===== src/rtl/strided_pixel_addr_gen.sv =====
module strided_pixel_addr_gen #(
  parameter int AW = 32,
  parameter int SW = 16,
  parameter int CW = 16
) (
  input  logic          clk,
  input  logic          rst_n,
  input  logic          start,
  input  logic [AW-1:0] base_addr,
  input  logic [1:0]    pix_size,
  input  logic [CW-1:0] line_len,
  input  logic [CW-1:0] line_count,
  input  logic [SW-1:0] pix_stride,
  input  logic [SW-1:0] line_stride,
  input  logic          accept,
  output logic [AW-1:0] addr,
  output logic          valid,
  output logic          eol,
  output logic          eof
);
  localparam int EXT = AW - SW;

  logic [1:0]    sh_d, sh_q;
  logic [AW-1:0] ps_ext, ls_ext, step_d, lstep_d;
  logic [AW-1:0] addr_q, step_q, lstep_q;
  logic [CW-1:0] len_q, cnt_q, x_q, y_q;
  logic          valid_q, last_px, last_ln, fire, go;

  assign sh_d    = (pix_size == 2'd0) ? 2'd0 : (pix_size == 2'd1) ? 2'd1 : 2'd2;
  assign ps_ext  = {{EXT{pix_stride[SW-1]}}, pix_stride};
  assign ls_ext  = {{EXT{line_stride[SW-1]}}, line_stride};
  assign step_d  = (AW'(1) << sh_d) + (ps_ext << sh_d);
  assign lstep_d = ls_ext << sh_d;

  assign last_px = (x_q == len_q - CW'(1));
  assign last_ln = (y_q == cnt_q - CW'(1));
  assign fire    = valid_q && accept;
  assign go      = !valid_q && start && (line_len != '0) && (line_count != '0);

  assign addr  = addr_q;
  assign valid = valid_q;
  assign eol   = valid_q && last_px;
  assign eof   = valid_q && last_px && last_ln;

  always_ff @(posedge clk) begin
    if (!rst_n) begin
      valid_q <= 1'b0;
      addr_q  <= '0;
      step_q  <= '0;
      lstep_q <= '0;
      len_q   <= '0;
      cnt_q   <= '0;
      x_q     <= '0;
      y_q     <= '0;
      sh_q    <= '0;
    end else if (go) begin
      valid_q <= 1'b1;
      addr_q  <= base_addr;
      step_q  <= step_d;
      lstep_q <= lstep_d;
      len_q   <= line_len;
      cnt_q   <= line_count;
      sh_q    <= sh_d;
      x_q     <= '0;
      y_q     <= '0;
    end else if (fire) begin
      if (last_px && last_ln) begin
        valid_q <= 1'b0;
      end else if (last_px) begin
        addr_q <= addr_q + step_q + lstep_q;
        x_q    <= '0;
        y_q    <= y_q + CW'(1);
      end else begin
        addr_q <= addr_q + step_q;
        x_q    <= x_q + CW'(1);
      end
    end
  end

  logic [AW-1:0] lo_mask;
  assign lo_mask = (AW'(1) << sh_q) - AW'(1);

  assert_idle_reset_R1: assert property (@(posedge clk)
    !rst_n |=> !valid && !eol && !eof);

  assert_start_base_R2: assert property (@(posedge clk) disable iff (!rst_n)
    go |=> valid && addr == $past(base_addr));

  assert_hold_stall_R3: assert property (@(posedge clk) disable iff (!rst_n)
    valid && !accept |=> valid && $stable(addr) && $stable(eol) && $stable(eof));

  assert_eof_with_eol_R7: assert property (@(posedge clk) disable iff (!rst_n)
    eof |-> eol);

  assert_idle_after_eof_R7: assert property (@(posedge clk) disable iff (!rst_n)
    eof && accept |=> !valid);

  assert_zero_shape_R9: assert property (@(posedge clk) disable iff (!rst_n)
    !valid && start && (line_len == '0 || line_count == '0) |=> !valid);

  assert_low_bits_R10: assert property (@(posedge clk) disable iff (!rst_n)
    valid && accept && !eof |=> ((addr ^ $past(addr)) & lo_mask) == '0);
endmodule


===== config.mk =====
export PLATFORM = sky130hd
export DESIGN_NAME = strided_pixel_addr_gen
export DESIGN_NICKNAME = d
export VERILOG_FILES = /design/src/rtl/strided_pixel_addr_gen.sv
export SDC_FILE = /design/constraint.sdc
export NUM_CORES = 1
export LEC_CHECK = 0
export ABC_AREA = 1
export BUFFER_PORTS_ARGS = -buffer_cell sky130_fd_sc_hd__buf_4
export CELL_PAD_IN_SITES_DETAIL_PLACEMENT = 2
export CELL_PAD_IN_SITES_GLOBAL_PLACEMENT = 2
export CORE_ASPECT_RATIO = 0.7
export CORE_MARGIN = 5
export CORE_UTILIZATION = 32
export DETAILED_ROUTE_END_ITERATION = 12
export PLACE_DENSITY_LB_ADDON = 0.1
export RECOVER_POWER = 25
export SKIP_CTS_REPAIR_TIMING = 1
export SYNTH_ARGS = -nofsm -noshare
export SYNTH_HDL_FRONTEND = slang
export SYNTH_SLANG_ARGS = --single-unit
export TNS_END_PERCENT = 20

===== constraint.sdc =====
create_clock -name clk -period 4.89 [get_ports clk]
set_input_delay 0.7335 -clock clk [delete_from_list [all_inputs] [get_ports clk]]
set_output_delay 0.7335 -clock clk [all_outputs]
set_load 0.005 [all_outputs]

==> results.py <==
metrics = {
    "status": {
        "status": "complete, but fails checks",
        "violations": "capacitance limit, slew limit",
    },
    "critical_path": {
        "crit_path_start_kind": "input port",
        "end_kind": "flop",
        "r2r_end": "addr[31]$_SDFFE_PN0P_",
        "cpMostUsedCell": "o21ai_0",
        "path_buf_inv": 2,
        "slowest_stage": "nand3_1",
        "cp.required_ps": 5270,
        "critPathArrivalTime_ps": 4910,
        "ff2ff_setup_slack_ps": 370,
        "setup.worst_path.class": "input port to flop",
        "r2r_cells": 22,
        "startpoint": "line_count[15]",
        "crit_path_end": "step_q[10]$_SDFFE_PN0P_",
        "r2r_start": "addr[0]$_SDFFE_PN0P_",
        "max_stage_delay_ps": 1610,
        "path_delay_family": "simple AND/OR/NAND/NOR gates",
        "cp_num_cells": 8,
        "crit_chain": "clkbuf_1 > nor4_1 > nand4_1 > nand3_1 > nor2_4 > clkbuf_2 > o21ai_0 > o21ai_0",
        "cp_max_fo": 38,
    },
    "drt": {
        "drc_errors": 0,
        "dr.pass1.iters": 5,
        "via_per_inst": 5.26,
        "drtIter0Drc": 690,
        "wl_per_cell_um": 20.5,
        "wirelength_um": 58500,
        "num_vias": 15000,
        "ant_nets": 0,
    },
    "placed_design": {
        "dpl.hpwl_um": 46700,
        "port_buffers": 136,
        "globalplace.congestion": 0.879,
    },
    "min_path": {
        "holdCritPathClass": "input port to flop",
    },
    "finish": {
        "area_delta_synth_final_pct": 16.2,
        "final_common_cell": "nand2_1",
        "nets": 2470,
        "drive_above_1_share": 0.0891,
        "fin_util": 0.374,
        "layout_common_cells": "nand2_1 (673), nor2_1 (256), inv_1 (235)",
    },
    "global_routing": {
        "grt_pass1_vias": 15900,
        "antenna_found_initial": 0,
        "gr-total-overflow": 0,
        "grt_max_degree": 73,
        "track_usage": 0.255,
        "grt_first_pass_wirelength_um": 91100,
    },
    "clock_tree": {
        "cts_tree": "yes",
        "root_buffer": "clkbuf_16",
        "clock_path_buffers": 2,
        "cts.sinks": 148,
        "cts-htree-levels": 4,
        "clkTransAtPathRegs_ps": 70,
        "numCtsBuffers": 17,
        "clk_latency_ps": 460,
    },
    "power": {
        "ir_drop_uv": 262,
        "p_switching_mw": 1.83,
        "clkPwrFrac": 0.342,
        "combPwrFrac": 0.360,
        "seq_power_share": 0.298,
        "swShare": 0.392,
        "p_leak_nw": 7.40,
        "power_density_mw_per_mm2": 307,
        "power.internal_mw": 2.85,
    },
    "die": {
        "core_area_mm2": 0.0407,
        "num_rows": 62,
        "dieWidth_um": 252,
        "num_io_pins": 137,
        "start_util": 0.322,
        "dieArea_mm2": 0.0452,
        "dieHeight_um": 179,
    },
    "logic_synthesis": {
        "yosys_most_used_dff": "dfxtp_1",
        "yosysTopAreaCellShare": 0.226,
        "ys_ff_latch": 148,
        "yosys_warnings": 0,
        "ys_seq_area_frac": 0.226,
        "syn_area_mm2": 0.0131,
        "postSynthCellCount": 2190,
        "synth_cell_types": 53,
        "ys_top_cells_by_area": "dfxtp_1 (23%), nand2_1 (19%), nor2_1 (7.4%)",
        "synthArstFlopShare": 0,
        "synth_edf_count": 0,
        "yosysTopAreaCell": "dfxtp_1",
        "synth_fp_nets": 2370,
        "synth.avg_cell_area_um2": 5.99,
    },
    "sta": {
        "finalCriticalPeriod_ps": 4530,
        "max_clock_freq_mhz": 221,
        "slew_headroom": -0.507,
        "setup_viol": 0,
        "finClkSkew_ps": 13.3,
        "tightest_slew_ps": 2250,
        "finalHoldViolCount": 0,
        "fin_crit_sh": 0.926,
        "report.final.slew_viol_count": 39,
        "finalSetupTns_ps": 0,
        "rsz0062_at_grt": "false",
    },
    "job": {
        "drv_cap": 1,
    },
}
metal layers:
layer / track usage / routed length (um) / vias to the layer above
li1: - / - / 7324
met1: 0.374 / 30500 / 7398
met2: 0.409 / 25500 / 213
met3: 0.0329 / 1840 / 44
met4: 0.0418 / 622 / 0
met5: 0 / 0 / -
cell families after synthesis:
group | after synthesis | share of synthesized area
other cells | 1 | 0.000286
simple gates | 1244 | 0.404
compound gates | 311 | 0.132
xor+xnor | 101 | 0.0691
flops | 148 | 0.226
buf+inv | 307 | 0.0929
fa+ha+maj | 78 | 0.0761
cells in the mapped netlist (2+ instances only):
| cell type | instances |
|---|---|
| a221oi_1 | 3 |
| xnor2_1 | 33 |
| buf_6 | 3 |
| nand3b_1 | 14 |
| o21bai_1 | 15 |
| a31oi_1 | 6 |
| dfxtp_1 | 148 |
| nand3_1 | 174 |
| nand2_4 | 3 |
| ha_1 | 75 |
| xor2_1 | 66 |
| o211ai_1 | 2 |
| and3_1 | 4 |
| inv_1 | 236 |
| nand2_1 | 673 |
| o21ai_0 | 102 |
| o221ai_1 | 8 |
| buf_1 | 5 |
| a21o_1 | 5 |
| fa_1 | 3 |
| nor3_1 | 33 |
| o22ai_1 | 4 |
| nor3b_1 | 3 |
| o21a_1 | 6 |
| nor2_4 | 5 |
| and2_1 | 2 |
| clkbuf_1 | 43 |
| nor4_1 | 16 |
| inv_2 | 3 |
| a22oi_1 | 2 |
| nand4_1 | 36 |
| nor2_2 | 7 |
| o21ai_1 | 31 |
| buf_2 | 6 |
| nor2_1 | 258 |
| nand2_2 | 3 |
| a21oi_1 | 114 |
| or2_2 | 7 |
| a41oi_1 | 12 |
| buf_4 | 8 |
how the worst min path moves through the flow:
stage / startpoint / end / slack (ps) / depth (start not counted)
floorplan: step_q[0]$_SDFFE_PN0P_ / step_q[0]$_SDFFE_PN0P_ / 450 / 2
global placement: step_q[18]$_SDFFE_PN0P_ / step_q[18]$_SDFFE_PN0P_ / 470 / 2
detailed placement: step_q[19]$_SDFFE_PN0P_ / step_q[19]$_SDFFE_PN0P_ / 480 / 2
CTS: line_count[7] / cnt_q[7]$_SDFFE_PN0P_ / 460 / 3
global route: line_len[11] / len_q[11]$_SDFFE_PN0P_ / 480 / 3
finish: line_count[7] / cnt_q[7]$_SDFFE_PN0P_ / 480 / 3
area by class of cell:
| cell class | instances | area [um^2] |
|---|---|---|
| Sequential cell | 148 | 2960 |
| Multi-Input combinational cell | 1735 | 8950 |
| Fill cell | 5154 | 25500 |
| Inverter | 241 | 910 |
| Clock inverter | 12 | 225 |
| Clock buffer | 19 | 453 |
| Tap cell | 544 | 681 |
| Antenna cell | 1 | 2.50 |
| Timing Repair Buffer | 147 | 1060 |
state kept, by name, summed over array words and instances (netlist names):
name,count
addr,32
step_q,32
lstep_q,19
cnt_q,16
len_q,16
x_q,16
y_q,16
valid,1
worst reg2reg max path, delay by kind of cell, from the launching register on:
kind                       cells  cell delay, ps
AOI/OAI and AO/OA              3             820
xor gates and xnor gates       1             240
adders and majority gates      3             770
buffers and inverters          1              60
DFF                            1             360
and+or+nand+nor               14            2150
metrics by stage:
stage | total power [mW] | hold WS, ps | setup slack, ps | cell area [um^2] | cells
3_3_place_gp | 3.03 | 465 | 626 | 14600 | 2815
3_5_place_dp | 3.10 | 478 | 470 | 14600 | 2815
4_1_cts | 4.72 | 459 | 440 | 15300 | 2846
6_report | 4.68 | 478 | 361 | 15200 | 2847
2_1_floorplan | 2.50 | 454 | 1260 | 13100 | 2190
5_1_grt | 4.96 | 480 | 57.0 | 15200 | 2846
power groups by stage:
stage | Combinational, mW | Clock, mW | Sequential [mW]
after CTS | 1.70 | 1.63 | 1.39
after global placement | 1.61 | 0 | 1.42
final | 1.69 | 1.60 | 1.39
after detailed placement | 1.68 | 0 | 1.42
after global routing | 1.89 | 1.67 | 1.40
after floorplan | 1.13 | 0 | 1.37
Note: power is estimated with default switching activity, not from simulation.
